`src/rtl/erase_seq_pkg.sv`:
```
`timescale 1ns/1ps
package erase_seq_pkg;
  localparam int BUS_AW = 16;
  localparam int BUS_DW = 8;

  localparam logic [BUS_AW-1:0] UNLOCK_ADDR = 16'h5555;
  localparam logic [BUS_DW-1:0] UNLOCK_DATA = 8'hAA;
  localparam logic [BUS_AW-1:0] ERASE_ADDR  = 16'h2AAA;
  localparam logic [BUS_DW-1:0] ERASE_DATA  = 8'h10;
  localparam logic [BUS_DW-1:0] BLANK_BYTE  = 8'hFF;

  typedef enum logic [2:0] {
    S_IDLE, S_CMD1, S_CMD2, S_VADDR, S_VREAD, S_CHECK, S_RETRY, S_DONE
  } seq_state_e;
endpackage

```
`src/rtl/erase_seq_timer.sv`:
```
`timescale 1ns/1ps
module erase_seq_timer #(
  parameter int W = 8
) (
  input  logic         clk,
  input  logic         rst_n,
  input  logic         clr,
  output logic [W-1:0] cnt
);
  always_ff @(posedge clk or negedge rst_n) begin
    if (!rst_n)   cnt <= '0;
    else if (clr) cnt <= '0;
    else          cnt <= cnt + 1'b1;
  end
endmodule

```
`src/rtl/erase_seq_addr.sv`:
```
`timescale 1ns/1ps
module erase_seq_addr
  import erase_seq_pkg::*;
#(
  parameter logic [BUS_AW-1:0] LAST_ADDR = 16'hFFFF
) (
  input  logic              clk,
  input  logic              rst_n,
  input  logic              clr,
  input  logic              inc,
  output logic [BUS_AW-1:0] addr,
  output logic              is_last
);
  always_ff @(posedge clk or negedge rst_n) begin
    if (!rst_n)    addr <= '0;
    else if (clr)  addr <= '0;
    else if (inc)  addr <= addr + 1'b1;
  end

  assign is_last = (addr == LAST_ADDR);

  assert_addr_range_R5: assert property (@(posedge clk) disable iff (!rst_n)
    addr <= LAST_ADDR);
endmodule

```
`src/rtl/erase_seq.sv`:
```
`timescale 1ns/1ps
module erase_seq
  import erase_seq_pkg::*;
#(
  parameter int SETUP_CYC  = 100,
  parameter int CMD1_PULSE = 2500,
  parameter int CMD2_PULSE = 5000000,
  parameter int HOLD_CYC   = 100,
  parameter int LATCH_CYC  = 5,
  parameter int READ_DLY   = 8,
  parameter int MAX_RETRY  = 20,
  parameter logic [15:0] LAST_ADDR = 16'hFFFF
) (
  input  logic        clk,
  input  logic        rst_n,
  input  logic        start,
  input  logic [7:0]  din,
  output logic        ale,
  output logic        hv_req,
  output logic        oe_n,
  output logic        data_oe,
  output logic [15:0] addr,
  output logic [7:0]  dout,
  output logic        busy,
  output logic        done,
  output logic        pass,
  output logic        fail
);
  localparam int CMD1_LEN = SETUP_CYC + CMD1_PULSE + HOLD_CYC;
  localparam int CMD2_LEN = SETUP_CYC + CMD2_PULSE + HOLD_CYC;
  localparam int LONG_A   = (CMD1_LEN > CMD2_LEN) ? CMD1_LEN : CMD2_LEN;
  localparam int LONG_B   = (LATCH_CYC > READ_DLY) ? LATCH_CYC : READ_DLY;
  localparam int LONGEST  = (LONG_A > LONG_B) ? LONG_A : LONG_B;
  localparam int TW       = $clog2(LONGEST + 1);
  localparam int RW       = $clog2(MAX_RETRY + 1);

  localparam logic [TW-1:0] C1_END   = TW'(CMD1_LEN - 1);
  localparam logic [TW-1:0] C2_END   = TW'(CMD2_LEN - 1);
  localparam logic [TW-1:0] LAT_END  = TW'(LATCH_CYC - 1);
  localparam logic [TW-1:0] RD_END   = TW'(READ_DLY - 1);
  localparam logic [TW-1:0] PUL_LO   = TW'(SETUP_CYC);
  localparam logic [TW-1:0] C1_PUL_HI = TW'(SETUP_CYC + CMD1_PULSE);
  localparam logic [TW-1:0] C2_PUL_HI = TW'(SETUP_CYC + CMD2_PULSE);
  localparam logic [RW-1:0] RETRY_LAST = RW'(MAX_RETRY - 1);

  seq_state_e        state, state_d;
  logic [TW-1:0]     cnt;
  logic              tmr_clr;
  logic [BUS_AW-1:0] vaddr;
  logic              vaddr_last, vaddr_clr, vaddr_inc;
  logic [RW-1:0]     retry_q;
  logic [7:0]        rd_byte;
  logic              accept, byte_ok, retry_final;

  assign accept      = (state == S_IDLE) && start;
  assign byte_ok     = (rd_byte == BLANK_BYTE);
  assign retry_final = (retry_q == RETRY_LAST);

  // sequencing
  always_comb begin
    state_d = state;
    unique case (state)
      S_IDLE:  if (start) state_d = S_CMD1;
      S_CMD1:  if (cnt == C1_END) state_d = S_CMD2;
      S_CMD2:  if (cnt == C2_END) state_d = S_VADDR;
      S_VADDR: if (cnt == LAT_END) state_d = S_VREAD;
      S_VREAD: if (cnt == RD_END) state_d = S_CHECK;
      S_CHECK: begin
        if (!byte_ok)        state_d = S_RETRY;
        else if (vaddr_last) state_d = S_DONE;
        else                 state_d = S_VADDR;
      end
      S_RETRY: state_d = retry_final ? S_DONE : S_CMD1;
      S_DONE:  state_d = S_IDLE;
      default: state_d = S_IDLE;
    endcase
  end

  always_ff @(posedge clk or negedge rst_n) begin
    if (!rst_n) state <= S_IDLE;
    else        state <= state_d;
  end

  assign tmr_clr = (state_d != state) || (state == S_IDLE);

  erase_seq_timer #(.W(TW)) u_timer (
    .clk(clk), .rst_n(rst_n), .clr(tmr_clr), .cnt(cnt)
  );

  assign vaddr_clr = accept || (state == S_RETRY);
  assign vaddr_inc = (state == S_CHECK) && byte_ok && !vaddr_last;

  erase_seq_addr #(.LAST_ADDR(LAST_ADDR)) u_addr (
    .clk(clk), .rst_n(rst_n), .clr(vaddr_clr), .inc(vaddr_inc),
    .addr(vaddr), .is_last(vaddr_last)
  );

  // retry counter, read capture, result flags
  always_ff @(posedge clk or negedge rst_n) begin
    if (!rst_n) begin
      retry_q <= '0;
      rd_byte <= '0;
      pass    <= 1'b0;
      fail    <= 1'b0;
    end else begin
      if (accept) begin
        retry_q <= '0;
        pass    <= 1'b0;
        fail    <= 1'b0;
      end
      if (state == S_VREAD && cnt == RD_END) rd_byte <= din;
      if (state == S_CHECK && byte_ok && vaddr_last) pass <= 1'b1;
      if (state == S_RETRY) begin
        if (retry_final) fail <= 1'b1;
        else             retry_q <= retry_q + 1'b1;
      end
    end
  end

  // bus drive
  always_comb begin
    ale     = 1'b0;
    hv_req  = 1'b0;
    oe_n    = 1'b1;
    data_oe = 1'b0;
    addr    = '0;
    dout    = '0;
    unique case (state)
      S_CMD1: begin
        hv_req = 1'b1; data_oe = 1'b1;
        addr = UNLOCK_ADDR; dout = UNLOCK_DATA;
        ale = (cnt >= PUL_LO) && (cnt < C1_PUL_HI);
      end
      S_CMD2: begin
        hv_req = 1'b1; data_oe = 1'b1;
        addr = ERASE_ADDR; dout = ERASE_DATA;
        ale = (cnt >= PUL_LO) && (cnt < C2_PUL_HI);
      end
      S_VADDR: begin ale = 1'b1; addr = vaddr; end
      S_VREAD: begin oe_n = 1'b0; addr = vaddr; end
      S_CHECK: addr = vaddr;
      default: ;
    endcase
  end

  assign busy = (state != S_IDLE);
  assign done = (state == S_DONE);

  assert_no_contention_R4: assert property (@(posedge clk) disable iff (!rst_n)
    !oe_n |-> !hv_req && !data_oe);
  assert_cmd_stable_R2: assert property (@(posedge clk) disable iff (!rst_n)
    $rose(ale) && hv_req |-> $stable(addr) && $stable(dout));
  assert_ascend_R5: assert property (@(posedge clk) disable iff (!rst_n)
    (state == S_VADDR) && ($past(state) == S_CHECK) |-> addr == 16'($past(addr) + 16'd1));
  assert_sample_point_R6: assert property (@(posedge clk) disable iff (!rst_n)
    state == S_CHECK |-> $past(state) == S_VREAD && !$past(oe_n));
  assert_retry_bound_R7: assert property (@(posedge clk) disable iff (!rst_n)
    retry_q < RW'(MAX_RETRY));
  assert_done_pulse_R8: assert property (@(posedge clk) disable iff (!rst_n)
    done |=> !done);
  assert_excl_R9: assert property (@(posedge clk) disable iff (!rst_n)
    !(pass && fail));
  assert_sticky_R9: assert property (@(posedge clk) disable iff (!rst_n)
    pass && !accept |=> pass);
endmodule

```
`config.mk`:
```
export PLATFORM = sky130hd
export DESIGN_NAME = erase_seq
export DESIGN_NICKNAME = d
export VERILOG_FILES = /design/src/rtl/erase_seq_pkg.sv /design/src/rtl/erase_seq_timer.sv /design/src/rtl/erase_seq_addr.sv /design/src/rtl/erase_seq.sv
export SDC_FILE = /design/constraint.sdc
export NUM_CORES = 1
export LEC_CHECK = 0
export ABC_AREA = 0
export BUFFER_PORTS_ARGS = -buffer_cell sky130_fd_sc_hd__buf_2
export CAP_MARGIN = 20
export CORE_ASPECT_RATIO = 0.75
export CORE_MARGIN = 3
export CORE_UTILIZATION = 23
export CTS_CLUSTER_DIAMETER = 40
export CTS_CLUSTER_SIZE = 28
export DETAILED_ROUTE_END_ITERATION = 8
export GPL_ROUTABILITY_DRIVEN = 0
export RECOVER_POWER = 25
export SLEW_MARGIN = 15
export SYNTH_ARGS = -nofsm -noshare
export SYNTH_HDL_FRONTEND = slang
export SYNTH_SLANG_ARGS = --single-unit
```
`constraint.sdc`:
```
create_clock -name clk -period 5.5 [get_ports clk]
set_clock_uncertainty 0.1 [all_clocks]
set_input_delay 0.55 -clock clk [delete_from_list [all_inputs] [get_ports clk]]
set_output_delay 0.55 -clock clk [all_outputs]
set_load 0.02 [all_outputs]
```
==> summary by stage <==
Synthesis
The post-synthesis cell count is between 400 and 500. The count of synthesis-stage warnings from yosys is 0. In this run, synthesis inferred 0 flip-flops with an integrated enable. The proportion of register bits with asynchronous set or reset after synthesis is 1.00.

The dominant register cell in the synthesized netlist is sky130_fd_sc_hd__dfrtp_1. After synthesis, the cell types taking the most area are sky130_fd_sc_hd__dfrtp_1 (37%), sky130_fd_sc_hd__nor4_2 (6.8%), sky130_fd_sc_hd__nand2_1 (4.3%). Counting flops and latches in the post-synthesis netlist gives 57. The area share of the leading cell type in the synthesized netlist is 0.367. The biggest area contributor in the post-synthesis netlist is sky130_fd_sc_hd__dfrtp_1. The netlist uses 60 different library cells.

The post-synthesis sequential area ratio is 0.367. Summing every instance area after synthesis gives between 3000 and 4000 um^2. In this run the mean area of a mapped cell was between 9 and 10 um^2.

Detailed routing
In this run, the number of DRC markers left after iteration 0 of detailed routing was roughly 230. The detailed-routing iteration count for the pre-antenna-repair pass is 5. The wire length reported by the detailed router is roughly 9700 um. In the final routed layout, each cell accounts on average for 14.8 um.

The count of nets left with antenna violations once routing finished came out at 0. Detailed routing inserted a total of between 3000 and 4000 vias. The via density per instance is roughly 5.0. The number of DRC violations after detailed routing is 0.

Min path
The path type of the worst min-delay path is in2reg.

Timing
The clock period minus final worst setup slack is ~3.7 ns. In the post-route analysis, the smallest setup slack over all paths is roughly 1.8 ns. On the final layout, the worst hold slack is 0.355 ns. The final clock period utilization by the worst path is 0.673. The final sum of negative setup slack is 0 ns. Setup violations remaining at the end of the flow were counted as 0. The relative max-transition margin is -1.09. The number of pins exceeding their max-slew limit in the final report is 58. The number of hold violations in the final report is 0.

Setup repair after global routing left no endpoint under its margin. The fmax is roughly 0.27 GHz. The transition time at the pin with the least slew margin is approximately 3.1 ns.

GRT
The largest net degree at the start of global routing is 58. The number of antenna violations at the first check in global routing is 0. The first-pass GRT wire length is about 16000 um. The number of global-route vias before repair is 3072. For this run, the total global-route usage over all layers was measured as 0.108. The total overflow reported by the global router is 0.

Place
The HPWL reported at the end of detailed placement is 6940 um. The area after detailed placement is 4170 um^2. In this run, placement finished with an instance count of 643.

During placement, the flow inserted port buffers numbering 39. Prior to clock tree synthesis, the placed netlist has a worst setup slack of 2.14 ns.

Final layout
Across the whole layout, storage elements account for between 1000 and 1500 um^2. The layout-stage area growth over the synthesis result is 14.2%. In the layout the commonest cells are sky130_fd_sc_hd__dfrtp_1 (57), sky130_fd_sc_hd__nand2_1 (45), sky130_fd_sc_hd__buf_2 (39). The repair_antennas step left the layout with diodes totalling 0. The finished layout holds ~660 standard cells, fillers aside.

The layout has between 1500 and 2000 filler cells. The finished cells cover approximately 4400 um^2. The multi-input combinational cells in the finished layout cover a total of roughly 2200 um^2. After the last flow step, the layout net total stands at ~460.

Measured on the finished design, the core utilization comes to 0.273. The library cell used most frequently in the layout, excluding fill and tap cells, is sky130_fd_sc_hd__dfrtp_1. In the final layout, the share of cells above drive strength 1 is 0.204.

Floorplanning
The total area inside the core boundary comes to around 16000 um^2. The starting utilization of the core area is 0.239. The die is approximately 160 um wide. The floorplan step defined a die boundary enclosing roughly 19000 um^2.

Pin placement for this block handled 43 I/O pins. The floorplan has 40 rows. The vertical die dimension is roughly 120 um.

Clocking
Clock tree synthesis inserted a total of 9 buffers. Once the clock tree was built, the resizer swapped 0 gates to a different size. After clock tree synthesis, the setup repair step added 0 buffers. The count of hold-fix buffers inserted at cts is 0. The CTS tree is yes. The H-tree was split into 3 levels. The root buffer selected by CTS is sky130_fd_sc_hd__clkbuf_16.

At the later pin of the worst-skew pair, clock insertion delay measures 0.32 ns. The clock sink count is 57. The maximum buffer depth of the clock tree is 2. Clock-pin slew was measured on the worst setup and hold paths at 0.05 ns.

Run status
The final reports fail on capacitance limit, slew limit. The run finished, with violations left.

Critical path
The worst setup path category is reg2out. The kind of start point of the critical path is a flip-flop. The worst endpoint required time is 4.85 ns. Along the worst path, the maximum fanout reaches 24. The worst endpoint data arrival time is approximately 3.1 ns. The category of the worst setup path capture point is an output pin.

Power
The total power is around 0.95 mW. Across the VDD grid, the largest voltage drop is 122 uV. Power spread over the standard cell area amounts to about 210 nW/um^2.

The leakage power summed over all cells is around 1.8 nW.

Flow run
The number of maximum-capacitance violations is 1.
per-layer routing:
metal  vias up  global-route usage  part of all wire  routed length, um
met5         -                   0                 0                  0
met4         0              0.0328            0.0061                 59
met3         4              0.0300             0.053                512
met2        95               0.160              0.45               4370
met1      1599               0.152              0.49               4750
li1       1581                   -                 -                  -
kinds of logic after synthesis:
group                    synth area share
AND/OR/NAND/NOR                     0.337
AO/OA/AOI/OAI                       0.136
flip-flops                          0.367
buffers and inverters              0.0666
XOR/XNOR                           0.0541
multiplexers                       0.0257
adder cells (fa/ha/maj)            0.0129
other                            0.000964
synthesized netlist by cell type, types with 6 or more instances:
cell type                  count
sky130_fd_sc_hd__dfrtp_1      57
sky130_fd_sc_hd__nand2_1      45
sky130_fd_sc_hd__nor4_2       21
sky130_fd_sc_hd__o21ai_0      21
sky130_fd_sc_hd__nand3_1      20
sky130_fd_sc_hd__a21oi_1      19
sky130_fd_sc_hd__xnor2_1      19
sky130_fd_sc_hd__nor2_1       16
sky130_fd_sc_hd__buf_2        15
sky130_fd_sc_hd__nor3_1       14
sky130_fd_sc_hd__inv_1        13
sky130_fd_sc_hd__clkbuf_1     12
sky130_fd_sc_hd__nand2b_1     12
sky130_fd_sc_hd__nor2b_1      10
sky130_fd_sc_hd__a22o_1        9
sky130_fd_sc_hd__buf_4         9
sky130_fd_sc_hd__and4_1        8
sky130_fd_sc_hd__nand4_1       8
sky130_fd_sc_hd__and3_1        7
sky130_fd_sc_hd__nor4_1        7
sky130_fd_sc_hd__o31ai_1       7
sky130_fd_sc_hd__or3_1         7
sky130_fd_sc_hd__mux2_2        6
sky130_fd_sc_hd__or4_1         6
critical path, cell delays in order, from the launching register on:
cell and delay [ns]:
sky130_fd_sc_hd__dfrtp_1 0.82, sky130_fd_sc_hd__nor2b_1 0.68, sky130_fd_sc_hd__nand2b_1 0.22, sky130_fd_sc_hd__inv_1 0.19
sky130_fd_sc_hd__nand4b_1 0.12, sky130_fd_sc_hd__a221oi_1 0.45, sky130_fd_sc_hd__buf_2 0.25
final timing paths:
path                       startpoint               to  slack, ns  cells after the start
max                          state[0]              ale       1.80                      6
min                            din[5]       rd_byte[5]       0.35                      2
max reg2reg                  state[1]       rd_byte[2]       2.43                      3
min reg2reg                      fail             fail       0.39                      2
max in group asynchronous       rst_n       rd_byte[0]       2.27                      2
min in group asynchronous       rst_n  u_addr.addr[12]       1.26                      2
power breakdown:
group | total (mW) | internal, mW | switching (mW) | leakage, nW
registers | 0.426 | 0.424 | 0.00242 | 0.737
logic | 0.0188 | 0.00530 | 0.0135 | 0.894
clock network | 0.506 | 0.333 | 0.174 | 0.134
total | 0.951 | 0.762 | 0.189 | 1.77
layout make-up:
cell class                 count  share of cell area
clock buffer                  13              0.0609
inverter                      13              0.0110
multi-input combinational    320               0.498
sequential                    57               0.321
tap                          210              0.0592
timing repair buffer          43              0.0499
sequential cells by signal, indices dropped and copies added, names as in the netlist:
| name | flops |
|---|---|
| u_addr.addr | 16 |
| state | 3 |
| pass | 1 |
| u_timer.cnt | 23 |
| fail | 1 |
| retry_q | 5 |
| rd_byte | 8 |
No activity file was read; power rests on OpenSTA's default activity.
